`src/rtl/pipe_incr_pkg.sv`:
```
package pipe_incr_pkg;

    // Occupancy of the stage: nothing, output register only, output + hold register
    typedef enum logic [1:0] {
        OCC_EMPTY = 2'd0,
        OCC_ONE   = 2'd1,
        OCC_TWO   = 2'd2
    } occ_e;

    // Control decision for one cycle
    typedef struct packed {
        occ_e nxt;
        logic load_out;
        logic out_from_hold;
        logic load_hold;
    } step_t;

    function automatic step_t occ_step(input occ_e cur, input logic take, input logic give);
        step_t s;
        s.nxt           = cur;
        s.load_out      = 1'b0;
        s.out_from_hold = 1'b0;
        s.load_hold     = 1'b0;
        case (cur)
            OCC_ONE: begin
                if (give) begin
                    s.load_out = take;
                    s.nxt      = take ? OCC_ONE : OCC_EMPTY;
                end else if (take) begin
                    s.load_hold = 1'b1;
                    s.nxt       = OCC_TWO;
                end
            end
            OCC_TWO: begin
                if (give) begin
                    s.load_out      = 1'b1;
                    s.out_from_hold = 1'b1;
                    s.nxt           = OCC_ONE;
                end
            end
            default: begin
                if (take) begin
                    s.load_out = 1'b1;
                    s.nxt      = OCC_ONE;
                end else begin
                    s.nxt = OCC_EMPTY;
                end
            end
        endcase
        return s;
    endfunction

endpackage

```
`src/rtl/pipe_incr_op.sv`:
```
module pipe_incr_op #(
    parameter int WIDTH = 16
) (
    input  logic [WIDTH-1:0] operand,
    output logic [WIDTH-1:0] result
);
    localparam logic [WIDTH-1:0] STEP = WIDTH'(1);

    // Wraps modulo 2^WIDTH by truncation
    assign result = operand + STEP;
endmodule

```
`src/rtl/pipe_incr_datareg.sv`:
```
module pipe_incr_datareg #(
    parameter int WIDTH = 16
) (
    input  logic             clk,
    input  logic             rst,
    input  logic             load,
    input  logic [WIDTH-1:0] d,
    output logic [WIDTH-1:0] q
);
    always_ff @(posedge clk) begin
        if (rst) begin
            q <= '0;
        end else if (load) begin
            q <= d;
        end
    end
endmodule

```
`src/rtl/pipe_incr_ctrl.sv`:
```
module pipe_incr_ctrl
    import pipe_incr_pkg::*;
(
    input  logic clk,
    input  logic rst,
    input  logic up_valid,
    input  logic dn_ready,
    output logic up_ready,
    output logic dn_valid,
    output logic load_out,
    output logic out_from_hold,
    output logic load_hold
);
    occ_e  occ_q;
    step_t step;
    logic  take;
    logic  give;

    assign up_ready = (occ_q != OCC_TWO);
    assign dn_valid = (occ_q != OCC_EMPTY);
    assign take     = up_valid && up_ready;
    assign give     = dn_valid && dn_ready;

    always_comb begin
        step = occ_step(occ_q, take, give);
    end

    assign load_out      = step.load_out;
    assign out_from_hold = step.out_from_hold;
    assign load_hold     = step.load_hold;

    always_ff @(posedge clk) begin
        if (rst) begin
            occ_q <= OCC_EMPTY;
        end else begin
            occ_q <= step.nxt;
        end
    end

    // a word taken during the first stall cycle fills the stage, dropping ready
    a_r6_fill_drops_ready: assert property (@(posedge clk) disable iff (rst)
        (dn_valid && up_ready && !dn_ready && up_valid) |=> !up_ready);

    // ready low only with a word on the output
    a_r6_ready_low_full: assert property (@(posedge clk) disable iff (rst)
        !up_ready |-> dn_valid);

    // with no word offered and none present, the output stays empty
    a_r9_idle_stays_empty: assert property (@(posedge clk) disable iff (rst)
        (!up_valid && !dn_valid) |=> !dn_valid);

    // held words keep valid high after the stall clears
    a_r7_drain: assert property (@(posedge clk) disable iff (rst)
        (!up_ready && dn_ready) |=> dn_valid);
endmodule

```
`src/rtl/pipe_incr_stage.sv`:
```
module pipe_incr_stage
    import pipe_incr_pkg::*;
#(
    parameter int WIDTH = 16
) (
    input  logic             clk,
    input  logic             rst,
    input  logic             up_valid,
    output logic             up_ready,
    input  logic [WIDTH-1:0] up_data,
    output logic             dn_valid,
    input  logic             dn_ready,
    output logic [WIDTH-1:0] dn_data
);
    logic             load_out;
    logic             out_from_hold;
    logic             load_hold;
    logic [WIDTH-1:0] incr_w;
    logic [WIDTH-1:0] hold_q;
    logic [WIDTH-1:0] out_d;

    pipe_incr_ctrl u_ctrl (
        .clk           (clk),
        .rst           (rst),
        .up_valid      (up_valid),
        .dn_ready      (dn_ready),
        .up_ready      (up_ready),
        .dn_valid      (dn_valid),
        .load_out      (load_out),
        .out_from_hold (out_from_hold),
        .load_hold     (load_hold)
    );

    pipe_incr_op #(.WIDTH(WIDTH)) u_op (
        .operand (up_data),
        .result  (incr_w)
    );

    assign out_d = out_from_hold ? hold_q : incr_w;

    pipe_incr_datareg #(.WIDTH(WIDTH)) u_hold (
        .clk  (clk),
        .rst  (rst),
        .load (load_hold),
        .d    (incr_w),
        .q    (hold_q)
    );

    pipe_incr_datareg #(.WIDTH(WIDTH)) u_out (
        .clk  (clk),
        .rst  (rst),
        .load (load_out),
        .d    (out_d),
        .q    (dn_data)
    );

    // a stalled output word is held unchanged
    a_r5_stall_hold: assert property (@(posedge clk) disable iff (rst)
        (dn_valid && !dn_ready) |=> (dn_valid && $stable(dn_data)));

    // word taken into an empty stage is valid one clock later
    a_r2_latency: assert property (@(posedge clk) disable iff (rst)
        (up_valid && up_ready && !dn_valid) |=> dn_valid);

    // that word is the input plus one, wrapping
    a_r3_increment: assert property (@(posedge clk) disable iff (rst)
        (up_valid && up_ready && !dn_valid) |=> (dn_data == $past(up_data) + WIDTH'(1)));

    // on drain from a full stage the held word is delivered next
    a_r8_hold_first: assert property (@(posedge clk) disable iff (rst)
        (!up_ready && dn_ready) |=> (dn_data == $past(hold_q)));
endmodule

```
`config.mk`:
```
export PLATFORM = sky130hd
export DESIGN_NAME = pipe_incr_stage
export DESIGN_NICKNAME = d
export VERILOG_FILES = /design/src/rtl/pipe_incr_pkg.sv /design/src/rtl/pipe_incr_op.sv /design/src/rtl/pipe_incr_datareg.sv /design/src/rtl/pipe_incr_ctrl.sv /design/src/rtl/pipe_incr_stage.sv
export SDC_FILE = /design/constraint.sdc
export NUM_CORES = 1
export LEC_CHECK = 0
export BUFFER_PORTS_ARGS = -buffer_cell sky130_fd_sc_hd__clkbuf_2
export CELL_PAD_IN_SITES_DETAIL_PLACEMENT = 0
export CELL_PAD_IN_SITES_GLOBAL_PLACEMENT = 2
export CORE_ASPECT_RATIO = 0.9
export CORE_UTILIZATION = 34
export CTS_CLUSTER_DIAMETER = 150
export CTS_CLUSTER_SIZE = 20
export DETAILED_ROUTE_END_ITERATION = 12
export PLACE_DENSITY_LB_ADDON = 0.1
export SLEW_MARGIN = 10
export SYNTH_ARGS = -nofsm -noshare
export SYNTH_HDL_FRONTEND = slang
export SYNTH_HIERARCHICAL = 1
export SYNTH_SLANG_ARGS = --single-unit
```
`constraint.sdc`:
```
create_clock -name clk -period 2.3 [get_ports clk]
set_clock_uncertainty 0.1 [all_clocks]
set_input_delay 0.115 -clock clk [delete_from_list [all_inputs] [get_ports clk]]
set_output_delay 0.115 -clock clk [all_outputs]
set_load 0.02 [all_outputs]
```
==> results of run 1 <==
## power groups by stage
stage               Combinational, mW  Clock [mW]  Sequential, mW
floorplan                       0.179           0           0.682
global placement                0.268           0           0.656
detailed placement              0.274           0           0.658
CTS                             0.275       0.429           0.645
global route                    0.298       0.450           0.649
finish                          0.271       0.408           0.645
## final cells by class
cell class              instances  area share
repair buffers                 40       0.101
multi-input cells             137       0.500
clock inverters                 1     0.00343
flip-flops and latches         34       0.311
clock buffers                   6      0.0331
well taps                      67      0.0383
inverters                       8      0.0137
## cells in the final DEF (no fill, tap or decap), types with 2 or more instances in the layout
| master | n |
|---|---|
| and2_1 | 2 |
| buf_4 | 2 |
| clkbuf_2 | 37 |
| clkbuf_8 | 5 |
| dfxtp_1 | 34 |
| ha_1 | 4 |
| inv_1 | 8 |
| mux2_2 | 6 |
| mux2_4 | 10 |
| mux2i_1 | 32 |
| nand2_1 | 5 |
| nand3_1 | 5 |
| nand4_1 | 3 |
| nor2_1 | 36 |
| nor3_1 | 4 |
| nor4_1 | 3 |
| xnor2_1 | 5 |
| xor2_1 | 9 |
## worst max-delay path, stage by stage, from the launching register on
cell,delay (ns)
dfxtp_1,0.33
inv_1,0.07
ha_1,0.21
nand2b_4,0.17
nor2_1,0.18
buf_12,0.20
mux2_2,0.35
mux2i_1,0.14
nor2_1,0.05
## synth_stat cells
master,count,share of area
nand3_1,5,0.013
nor3_1,4,0.010
dfxtp_1,34,0.36
buf_1,2,0.0039
xnor2_1,5,0.023
mux2_4,10,0.078
inv_1,8,0.016
nand4_4,1,0.011
and3b_2,1,0.0052
mux2_2,6,0.035
buf_12,3,0.031
o21ai_0,1,0.0026
o21bai_2,1,0.0059
a311oi_2,1,0.0078
o211a_1,1,0.0052
nor2_1,36,0.070
nor2b_1,1,0.0033
ha_1,4,0.026
buf_6,3,0.018
xor2_1,9,0.041
nand3b_1,1,0.0039
mux2i_1,32,0.17
nor4_1,3,0.0098
a21oi_1,1,0.0026
nor4_2,1,0.0065
nand2b_4,1,0.0072
o211ai_1,1,0.0039
nand2_1,5,0.0098
nand3_2,1,0.0052
nand4_1,3,0.0098
buf_2,2,0.0052
and2_1,2,0.0065
## state kept, by name, summed over array words and instances, names as in the netlist
| name | cells |
|---|---|
| u_hold/q | 16 |
| u_out/q | 16 |
| u_ctrl/occ_q | 2 |
## routing by layer
layer  vias up  global-route usage  share of wire
met4         0              0.0536          0.011
li1        713                   -              -
met3         6              0.0375          0.050
met2        32               0.201           0.41
met5         -                   0              0
met1       626               0.196           0.53
## worst max-delay path by stage
stage	startpoint	to	slack [ns]	depth (start not counted)
6_report	u_ctrl/occ_q[0]$_SDFFE_PP0P_	u_out/q[3]$_SDFFE_PP0P_	0.35	8
4_1_cts	u_ctrl/occ_q[0]$_SDFFE_PP0P_	u_out/q[3]$_SDFFE_PP0P_	0.34	8
2_1_floorplan	u_ctrl/occ_q[0]$_SDFFE_PP0P_	u_out/q[10]$_SDFFE_PP0P_	0.48	9
5_1_grt	u_ctrl/occ_q[0]$_SDFFE_PP0P_	u_out/q[9]$_SDFFE_PP0P_	0.19	8
3_3_place_gp	u_ctrl/occ_q[0]$_SDFFE_PP0P_	u_out/q[2]$_SDFFE_PP0P_	0.40	8
3_5_place_dp	u_ctrl/occ_q[1]$_SDFFE_PP0P_	u_out/q[3]$_SDFFE_PP0P_	0.35	8
## kinds of logic after synthesis
| family | share of synthesized area |
|---|---|
| AND/OR/NAND/NOR | 0.172 |
| multiplexers | 0.281 |
| flip-flops | 0.355 |
| buffers and inverters | 0.0738 |
| XOR/XNOR | 0.0640 |
| AO/OA/AOI/OAI | 0.0281 |
| adder cells (fa/ha/maj) | 0.0261 |
## through the flow
step | std cells | utilization | cell area, sq um | power [mW]
finish | 293 | 0.409 | 2190 | 1.32
global route | 293 | 0.409 | 2190 | 1.40
CTS | 293 | 0.409 | 2190 | 1.35
detailed placement | 286 | 0.394 | 2110 | 0.932
global placement | 286 | 0.394 | 2110 | 0.924
floorplan | 189 | - | 1920 | 0.861
==> impl_metrics.tcl, run 1 <==
set metrics [dict create \
    status "finished clean" \
    r2r-start "u_ctrl/occ_q[0]$_SDFFE_PP0P_" \
    post_cts_buffers 0 \
    powerDensity_mw_per_mm2 605 \
    tns_ns 0 \
    post_cts_resized 0 \
    cts_sinks 34 \
    initial_core_util 0.358 \
    crit_arrival_ns 1.99 \
    drt-total-wl_um 3850 \
    ios 38 \
    reg2reg_slack_ns 0.35 \
    diodes 0 \
    grt_pass1_wl_um 6180 \
    min_to "u_ctrl/occ_q[0]$_SDFFE_PP0P_" \
    core_sq_mm 0.00535 \
    grt_start_max_net_pins 35 \
    hold_ws_ns 0.0937 \
    yosysUniqueCellTypes 32 \
    hold_depth 3 \
    first_pass_iters 4 \
    place_ws_ns 0.349 \
    antenna_found_initial 0 \
    drv_cap 0 \
    cts_buffers 5 \
    vdd_drop_max_v 0.000220 \
    area_delta_synth_final_pct 14.2 \
    ff2ff_path_depth 8 \
    drive_gt1_frac 0.305 \
    overflow 0 \
    post_drt_wl_per_cell_um 13.1 \
    row_count 25 \
    min-delay-start "up_valid" \
    switching_share 0.281 \
    syn_avg_cell_area_sq_um 10.1 \
    dpl.hpwl_um 2880 \
    p_sw_mw 0.372 \
    fillers 558 \
    nets 250 \
    clock_latency_ns 0.28 \
    drt.antenna.violating_nets 0 \
    fin_ws_ns 0.354 \
    worstMarginPinSlew_ns 0.691 \
    seqCellArea_sq_um 681 \
    h-tree-depth 2 \
    fin_crit_sh 0.846 \
    path_clk_slew_ns 0.07 \
    rsz0062_at_grt "no" \
    start_kind "flop" \
    syn-num-nets 213 \
    drc 0 \
    power_frac_comb 0.205 \
    final_max_slew_viol_count 0 \
    required_ns 2.34 \
    holdCritPathClass "in -> reg" \
    p_leak_nw 0.949 \
    internal_power_mw 0.953 \
    fin_crit_ns 1.95 \
    multi_input_area_sq_mm 0.00109 \
    hold_viol 0 \
    clock_power_share 0.308 \
    die-area_sq_mm 0.00594 \
    syn_inst 189 \
    yosys_warnings 6 \
    port-buffer-count 37 \
    ctsHoldBuffers 0 \
    seq_area_frac_synth 0.355 \
    crit_fanout 16 \
    setup-violations-final 0 \
    root_buffer "clkbuf_8" \
    r2r_end "u_out/q[3]$_SDFFE_PP0P_" \
    globalplace.congestion 0.801 \
    die_h_um 73.2 \
    cts.path.max_buffers 2 \
    vias_per_cell 4.70 \
    grt_pass1_vias 1307 \
    grt_usage 0.139 \
    drtIter0Drc 67 \
    num_vias 1377 \
    cp-end-kind "flop" \
    relSlewSlack 0.539 \
    syn_area_sq_mm 0.00192 \
    yosys_register_bits 34 \
    dieWidth_um 81.1 \
    fmax_ghz 0.514 \
    power_frac_seq 0.487 \
    cts_tree "built" \
    crit_type "reg -> reg" \
]
(Power assumes the default switching activity.)
==> inputs of run 2 (changes only) <==
==> constraint.sdc (replaced) <==
create_clock -name clk -period 1.8 [get_ports clk]
set_clock_uncertainty 0.1 [all_clocks]
set_input_delay 0.09 -clock clk [delete_from_list [all_inputs] [get_ports clk]]
set_output_delay 0.09 -clock clk [all_outputs]
set_load 0.02 [all_outputs]
==> run 2 against run 1 <==
Against the previous run:
- design area up 18%
- largest power group is now the clock network
- sequential share of layout area is 4.4 points lower
- via count grew 9.4%
- total power is 59% higher
- the flow now finishes with violations (negative setup slack)
- register-to-register slack worse by 0.39 ns
- hold slack got worse by 0.013 ns
- final cell count rose by 6.8%
- wire length grew 19%
==> impl_metrics.tcl, run 2 (same netlist as run 1, synthesis figures left out) <==
set metrics [dict create \
    status "complete, but fails checks" \
    violations "negative setup slack" \
    initial_core_util 0.358 \
    hold_ws_ns 0.0810 \
    fin_crit_ns 1.84 \
    dieWidth_um 81.1 \
    ff2ff_path_depth 9 \
    internal_power_mw 1.57 \
    worstMarginPinSlew_ns 0.719 \
    slowest_stage "dfxtp_4" \
    final_max_slew_viol_count 0 \
    holdCritPathClass "in -> reg" \
    r2r-start "u_ctrl/occ_q[1]$_SDFFE_PP0P_" \
    start_kind "flop" \
    diodes 0 \
    nets 269 \
    cts_buffers 5 \
    globalplace.congestion 0.831 \
    crit_fanout 8 \
    final_cell_mix "37 x clkbuf_2, 35 x nor2_1, 32 x dfxtp_1" \
    p_leak_nw 1.13 \
    path_clk_slew_ns 0.07 \
    grt_pass1_wl_um 7210 \
    drc 0 \
    path_cells "inv_4 > buf_6 > ha_4 > and3b_2 > o21bai_4 > nand2_4 > buf_12 > mux2i_2 > nor2_1" \
    num_vias 1506 \
    h-tree-depth 2 \
    clock_latency_ns 0.29 \
    layout_commonest_cell "clkbuf_2" \
    crit_type "reg -> reg" \
    vdd_drop_max_v 0.000478 \
    r2r_end "u_out/q[13]$_SDFFE_PP0P_" \
    cts_tree "built" \
    critPathLaunch "u_ctrl/occ_q[1]$_SDFFE_PP0P_" \
    drv_cap 0 \
    core_sq_mm 0.00535 \
    worst-path-stages 9 \
    fin_crit_sh 1.02 \
    slowest_delay_ns 0.37 \
    area_delta_synth_final_pct 34.7 \
    final_cell_area_sq_mm 0.00258 \
    place_ws_ns -0.164 \
    critical_path.endpoint "u_out/q[13]$_SDFFE_PP0P_" \
    antenna_found_initial 0 \
    place_area_sq_mm 0.00222 \
    fin_ws_ns -0.0392 \
    power_frac_seq 0.391 \
    first_pass_iters 4 \
    powerDensity_mw_per_mm2 818 \
    fin_util 0.483 \
    post_drt_wl_per_cell_um 14.6 \
    relSlewSlack 0.521 \
    grt_start_max_net_pins 35 \
    setup-violations-final 1 \
    grt_usage 0.164 \
    vias_per_cell 4.81 \
    drt-total-wl_um 4570 \
    grt_pass1_vias 1521 \
    reg_top3 "u_hold/q: 16 flops, u_out/q: 16 flops, u_ctrl/occ_q: 2 flops" \
    port-buffer-count 37 \
    die_h_um 73.2 \
    cts.path.max_buffers 2 \
    power_frac_comb 0.207 \
    critical-path-top-delay-family "simple AND/OR/NAND/NOR gates" \
    clock_power_share 0.402 \
    die-area_sq_mm 0.00594 \
    ios 38 \
    reg2reg_slack_ns -0.04 \
    rsz0062_at_grt "yes" \
    hold_viol 0 \
    drt.antenna.violating_nets 0 \
    overflow 0 \
    tns_ns -0.0392 \
    ctsHoldBuffers 0 \
    fillers 507 \
    fmax_ghz 0.544 \
    switching_share 0.257 \
    p_sw_mw 0.542 \
    row_count 25 \
    drive_gt1_frac 0.415 \
    root_buffer "clkbuf_8" \
    drtIter0Drc 62 \
    required_ns 1.84 \
    path_buf_inv 3 \
    crit_arrival_ns 1.88 \
    cp-end-kind "flop" \
    cts_sinks 34 \
    dpl.hpwl_um 3110 \
]
## run 2: worst min path at each step
stage	startpoint	to	slack (ns)	cells past startpoint
after floorplan	rst	u_ctrl/occ_q[0]$_SDFFE_PP0P_	0.06	1
after global placement	up_valid	u_ctrl/occ_q[0]$_SDFFE_PP0P_	0.35	3
after detailed placement	up_valid	u_ctrl/occ_q[0]$_SDFFE_PP0P_	0.36	3
after CTS	up_data[15]	u_hold/q[15]$_SDFFE_PP0P_	0.08	4
after global routing	up_data[15]	u_hold/q[15]$_SDFFE_PP0P_	0.07	4
final	up_data[15]	u_hold/q[15]$_SDFFE_PP0P_	0.08	4
## run 2: power groups by stage
stage | Combinational [mW] | Clock (mW) | Sequential, mW
4_1_cts | 0.415 | 0.875 | 0.826
6_report | 0.438 | 0.848 | 0.826
5_1_grt | 0.473 | 0.922 | 0.832
2_1_floorplan | 0.229 | 0 | 0.872
3_5_place_dp | 0.380 | 0 | 0.842
3_3_place_gp | 0.370 | 0 | 0.839
## run 2: metrics by stage
| stage | power, mW | instances |
|---|---|---|
| after floorplan | 1.10 | 189 |
| after global placement | 1.21 | 297 |
| after detailed placement | 1.22 | 297 |
| after CTS | 2.12 | 309 |
| after global routing | 2.23 | 313 |
| final | 2.11 | 313 |
## run 2: timing repair
action                                  4_1_cts  5_1_grt
setup buffers                                 2        3
endpoints found under the setup margin       32       32
resized for setup                            16       17
pin swaps                                     5        4
gates cloned                                  2        1
## run 2: final cells by class
type | count | area (sq um) | share of cell area
clock buffers | 5 | 68.8 | 0.0267
clock inverters | 3 | 68.8 | 0.0267
inverters | 8 | 35.0 | 0.0136
multi-input cells | 137 | 1180 | 0.458
flip-flops and latches | 34 | 688 | 0.267
well taps | 67 | 83.8 | 0.0325
repair buffers | 59 | 454 | 0.176
## run 2: metal layers
layer  global-route usage  vias up  part of all wire
li1                     -      756                 -
met1                0.206      702              0.50
met2                0.261       39              0.45
met3               0.0413        9             0.037
met4               0.0833        0             0.018
met5                    0        -                 0
## run 2: worst min-delay path: stages
cell and delay [ns]:
clkbuf_2 0.08, xor2_1 0.07, mux2i_1 0.13, nor2_1 0.05
==> inputs of run 3 (changes only) <==
--- a/config.mk
+++ b/config.mk
@@ -9,7 +9,7 @@
 export CELL_PAD_IN_SITES_DETAIL_PLACEMENT = 0
 export CELL_PAD_IN_SITES_GLOBAL_PLACEMENT = 2
 export CORE_ASPECT_RATIO = 0.9
-export CORE_UTILIZATION = 34
+export CORE_UTILIZATION = 33
 export CTS_CLUSTER_DIAMETER = 150
 export CTS_CLUSTER_SIZE = 20
 export DETAILED_ROUTE_END_ITERATION = 12
@@ -17,5 +17,4 @@
 export SLEW_MARGIN = 10
 export SYNTH_ARGS = -nofsm -noshare
 export SYNTH_HDL_FRONTEND = slang
-export SYNTH_HIERARCHICAL = 1
 export SYNTH_SLANG_ARGS = --single-unit
==> run 3 against run 2 <==
Against the previous run:
- the run now ends clean
- final cell count increased by 9.9%
- setup slack improved by 0.054 ns
- wire length is 25% higher
==> impl_metrics.tcl, run 3 <==
set metrics [dict create \
    status "finished clean" \
    holdCritPathClass "in -> reg" \
    grt_start_max_net_pins 27 \
    globalplace.congestion 0.744 \
    path_clk_slew_ns 0.08 \
    synth_most_common_cell "dfxtp_1" \
    fin_crit_ns 1.79 \
    fin_crit_sh 0.992 \
    final_cell_mix "37 x clkbuf_2, 32 x dfxtp_1, 21 x buf_4" \
    die-area_sq_mm 0.00620 \
    slowest_stage "dfxtp_4" \
    yosysUniqueCellTypes 43 \
    drive_gt1_frac 0.471 \
    setup-violations-final 0 \
    synth_top_cell_by_area "dfxtp_1" \
    ys_async_sr_fraction 0 \
    seq_area_frac_synth 0.351 \
    syn_inst 209 \
    drt.antenna.violating_nets 0 \
    final_cell_area_sq_mm 0.00275 \
    drt-total-wl_um 5730 \
    syn-num-nets 233 \
    slowest_delay_ns 0.37 \
    synth_ff_type "dfxtp_1" \
    synth_top_area_frac 0.351 \
    fillers 557 \
    path_buf_inv 2 \
    crit_type "reg -> reg" \
    tns_ns 0 \
    grt_usage 0.190 \
    overflow 0 \
    relSlewSlack 0.456 \
    drc 0 \
    area_delta_synth_final_pct 41.7 \
    crit_fanout 4 \
    required_ns 1.87 \
    final_max_slew_viol_count 0 \
    drv_cap 0 \
    antenna_found_initial 0 \
    die_h_um 74.8 \
    r2r-start "u_ctrl.occ_q[0]$_SDFFE_PP0P_" \
    post_synth_main_area_contributors "dfxtp_1 35%, o221ai_1 5.9%, xnor2_1 5.0%" \
    start_kind "flop" \
    vias_per_cell 5.38 \
    initial_core_util 0.343 \
    fmax_ghz 0.560 \
    cts.path.max_buffers 2 \
    clock_latency_ns 0.29 \
    reg_top3 "u_hold.q: 16 flops, u_out.q: 16 flops, u_ctrl.occ_q: 2 flops" \
    post_drt_wl_per_cell_um 16.6 \
    diodes 0 \
    place_area_sq_mm 0.00236 \
    num_vias 1851 \
    row_count 26 \
    powerDensity_mw_per_mm2 678 \
    drtIter0Drc 56 \
    first_pass_iters 4 \
    cts_buffers 5 \
    grt_pass1_vias 1799 \
    dieWidth_um 82.9 \
    hold_viol 0 \
    grt_pass1_wl_um 9130 \
    path_cells "inv_4 > ha_4 > and2_1 > o21a_4 > buf_4 > o2111ai_1 > o221ai_2" \
    totalPowerFinal_mw 1.87 \
    p_leak_nw 0.995 \
    nets 297 \
    yosys_register_bits 34 \
    syn_area_sq_mm 0.00194 \
    synth-edff-count 0 \
    ios 38 \
    vdd_drop_max_v 0.000450 \
    netlist_top_cells_count "34 x dfxtp_1, 17 x nand2_1, 14 x nor2_1, 13 x o221ai_1, 11 x xnor2_1" \
    dpl.hpwl_um 4080 \
    critical-path-top-delay-family "compound AO/OA/AOI/OAI gates" \
    cp-end-kind "flop" \
    yosys_warnings 0 \
    worstMarginPinSlew_ns 0.816 \
    min-delay-start "up_data[0]" \
    port-buffer-count 37 \
    h-tree-depth 2 \
    cts_sinks 34 \
    critPathLaunch "u_ctrl.occ_q[0]$_SDFFE_PP0P_" \
    root_buffer "clkbuf_8" \
    rsz0062_at_grt "yes" \
    layout_commonest_cell "clkbuf_2" \
    cts_tree "built" \
    syn_avg_cell_area_sq_um 9.29 \
    core_sq_mm 0.00566 \
    crit_arrival_ns 1.85 \
]
## run 3: cell count changes after synthesis, sizes merged, moves of 11 or more
cell / previous run / this run
mux2i: 32 / 2
mux2: 16 / 0
a211oi: 0 / 11
o221ai: 0 / 13
nor2: 36 / 15
nand2: 5 / 17
## run 3: per-stage QoR
| step | util | hold WS (ns) | cells | setup WS [ns] |
|---|---|---|---|---|
| 3_5_place_dp | 0.416 | 0.355 | 324 | -0.0854 |
| 3_3_place_gp | 0.416 | 0.348 | 324 | -0.0555 |
| 2_1_floorplan | - | 0.0856 | 209 | 0.0160 |
| 5_1_grt | 0.486 | 0.0514 | 344 | -0.0469 |
| 4_1_cts | 0.461 | 0.0511 | 340 | -0.00241 |
| 6_report | 0.486 | 0.0598 | 344 | 0.0144 |
## run 3: per-layer routing
| layer | part of all wire | global-route usage |
|---|---|---|
| met2 | 0.47 | 0.322 |
| met4 | 0.010 | 0.0460 |
| met5 | 0 | 0 |
| met1 | 0.47 | 0.247 |
| met3 | 0.046 | 0.0461 |
## run 3: final cells by class
type,instances,area (sq um),share of cell area
multi-input cells,151,1300,0.473
flip-flops and latches,34,686,0.249
repair buffers,71,541,0.196
well taps,70,87.6,0.0318
clock buffers,6,82.6,0.0300
inverters,10,40.0,0.0146
clock inverters,2,12.5,0.00455
## run 3: report_power, final
part	switching, mW	total [mW]	internal [mW]
Sequential	0.0268	0.824	0.797
Clock	0.302	0.610	0.308
Combinational	0.246	0.432	0.186
Total	0.575	1.87	1.29
## run 3: kinds of logic after synthesis
kind of cell / synth area share
and+or+nand+nor: 0.234
AOI/OAI and AO/OA: 0.265
DFF: 0.351
buffers and inverters: 0.0644
xor gates and xnor gates: 0.0496
adders and majority gates: 0.0258
muxes: 0.0103
## run 3: what timing repair did
| action | 4_1_cts | 5_1_grt |
|---|---|---|
| hold buffers | 0 | 0 |
| resized for setup | 16 | 24 |
| cloned | 1 | 0 |
| pin swaps | 3 | 4 |
| buffers inserted | 7 | 4 |
| endpoints found under the setup margin | 21 | 29 |
## run 3: path summary, 6_finish.rpt
path	end	cells past startpoint	slack (ns)
worst max-delay path	u_out.q[13]$_SDFFE_PP0P_	7	0.01
worst min-delay path	u_hold.q[0]$_SDFFE_PP0P_	3	0.06
worst max register to register	u_out.q[13]$_SDFFE_PP0P_	7	0.01
worst min register to register	u_out.q[3]$_SDFFE_PP0P_	2	0.37
## run 3: worst reg2reg max path, stage by stage (launching register included)
cell       delay, ns
dfxtp_4         0.37
inv_4           0.05
ha_4            0.23
and2_1          0.16
o21a_4          0.25
buf_4           0.16
o2111ai_1       0.23
o221ai_2        0.12
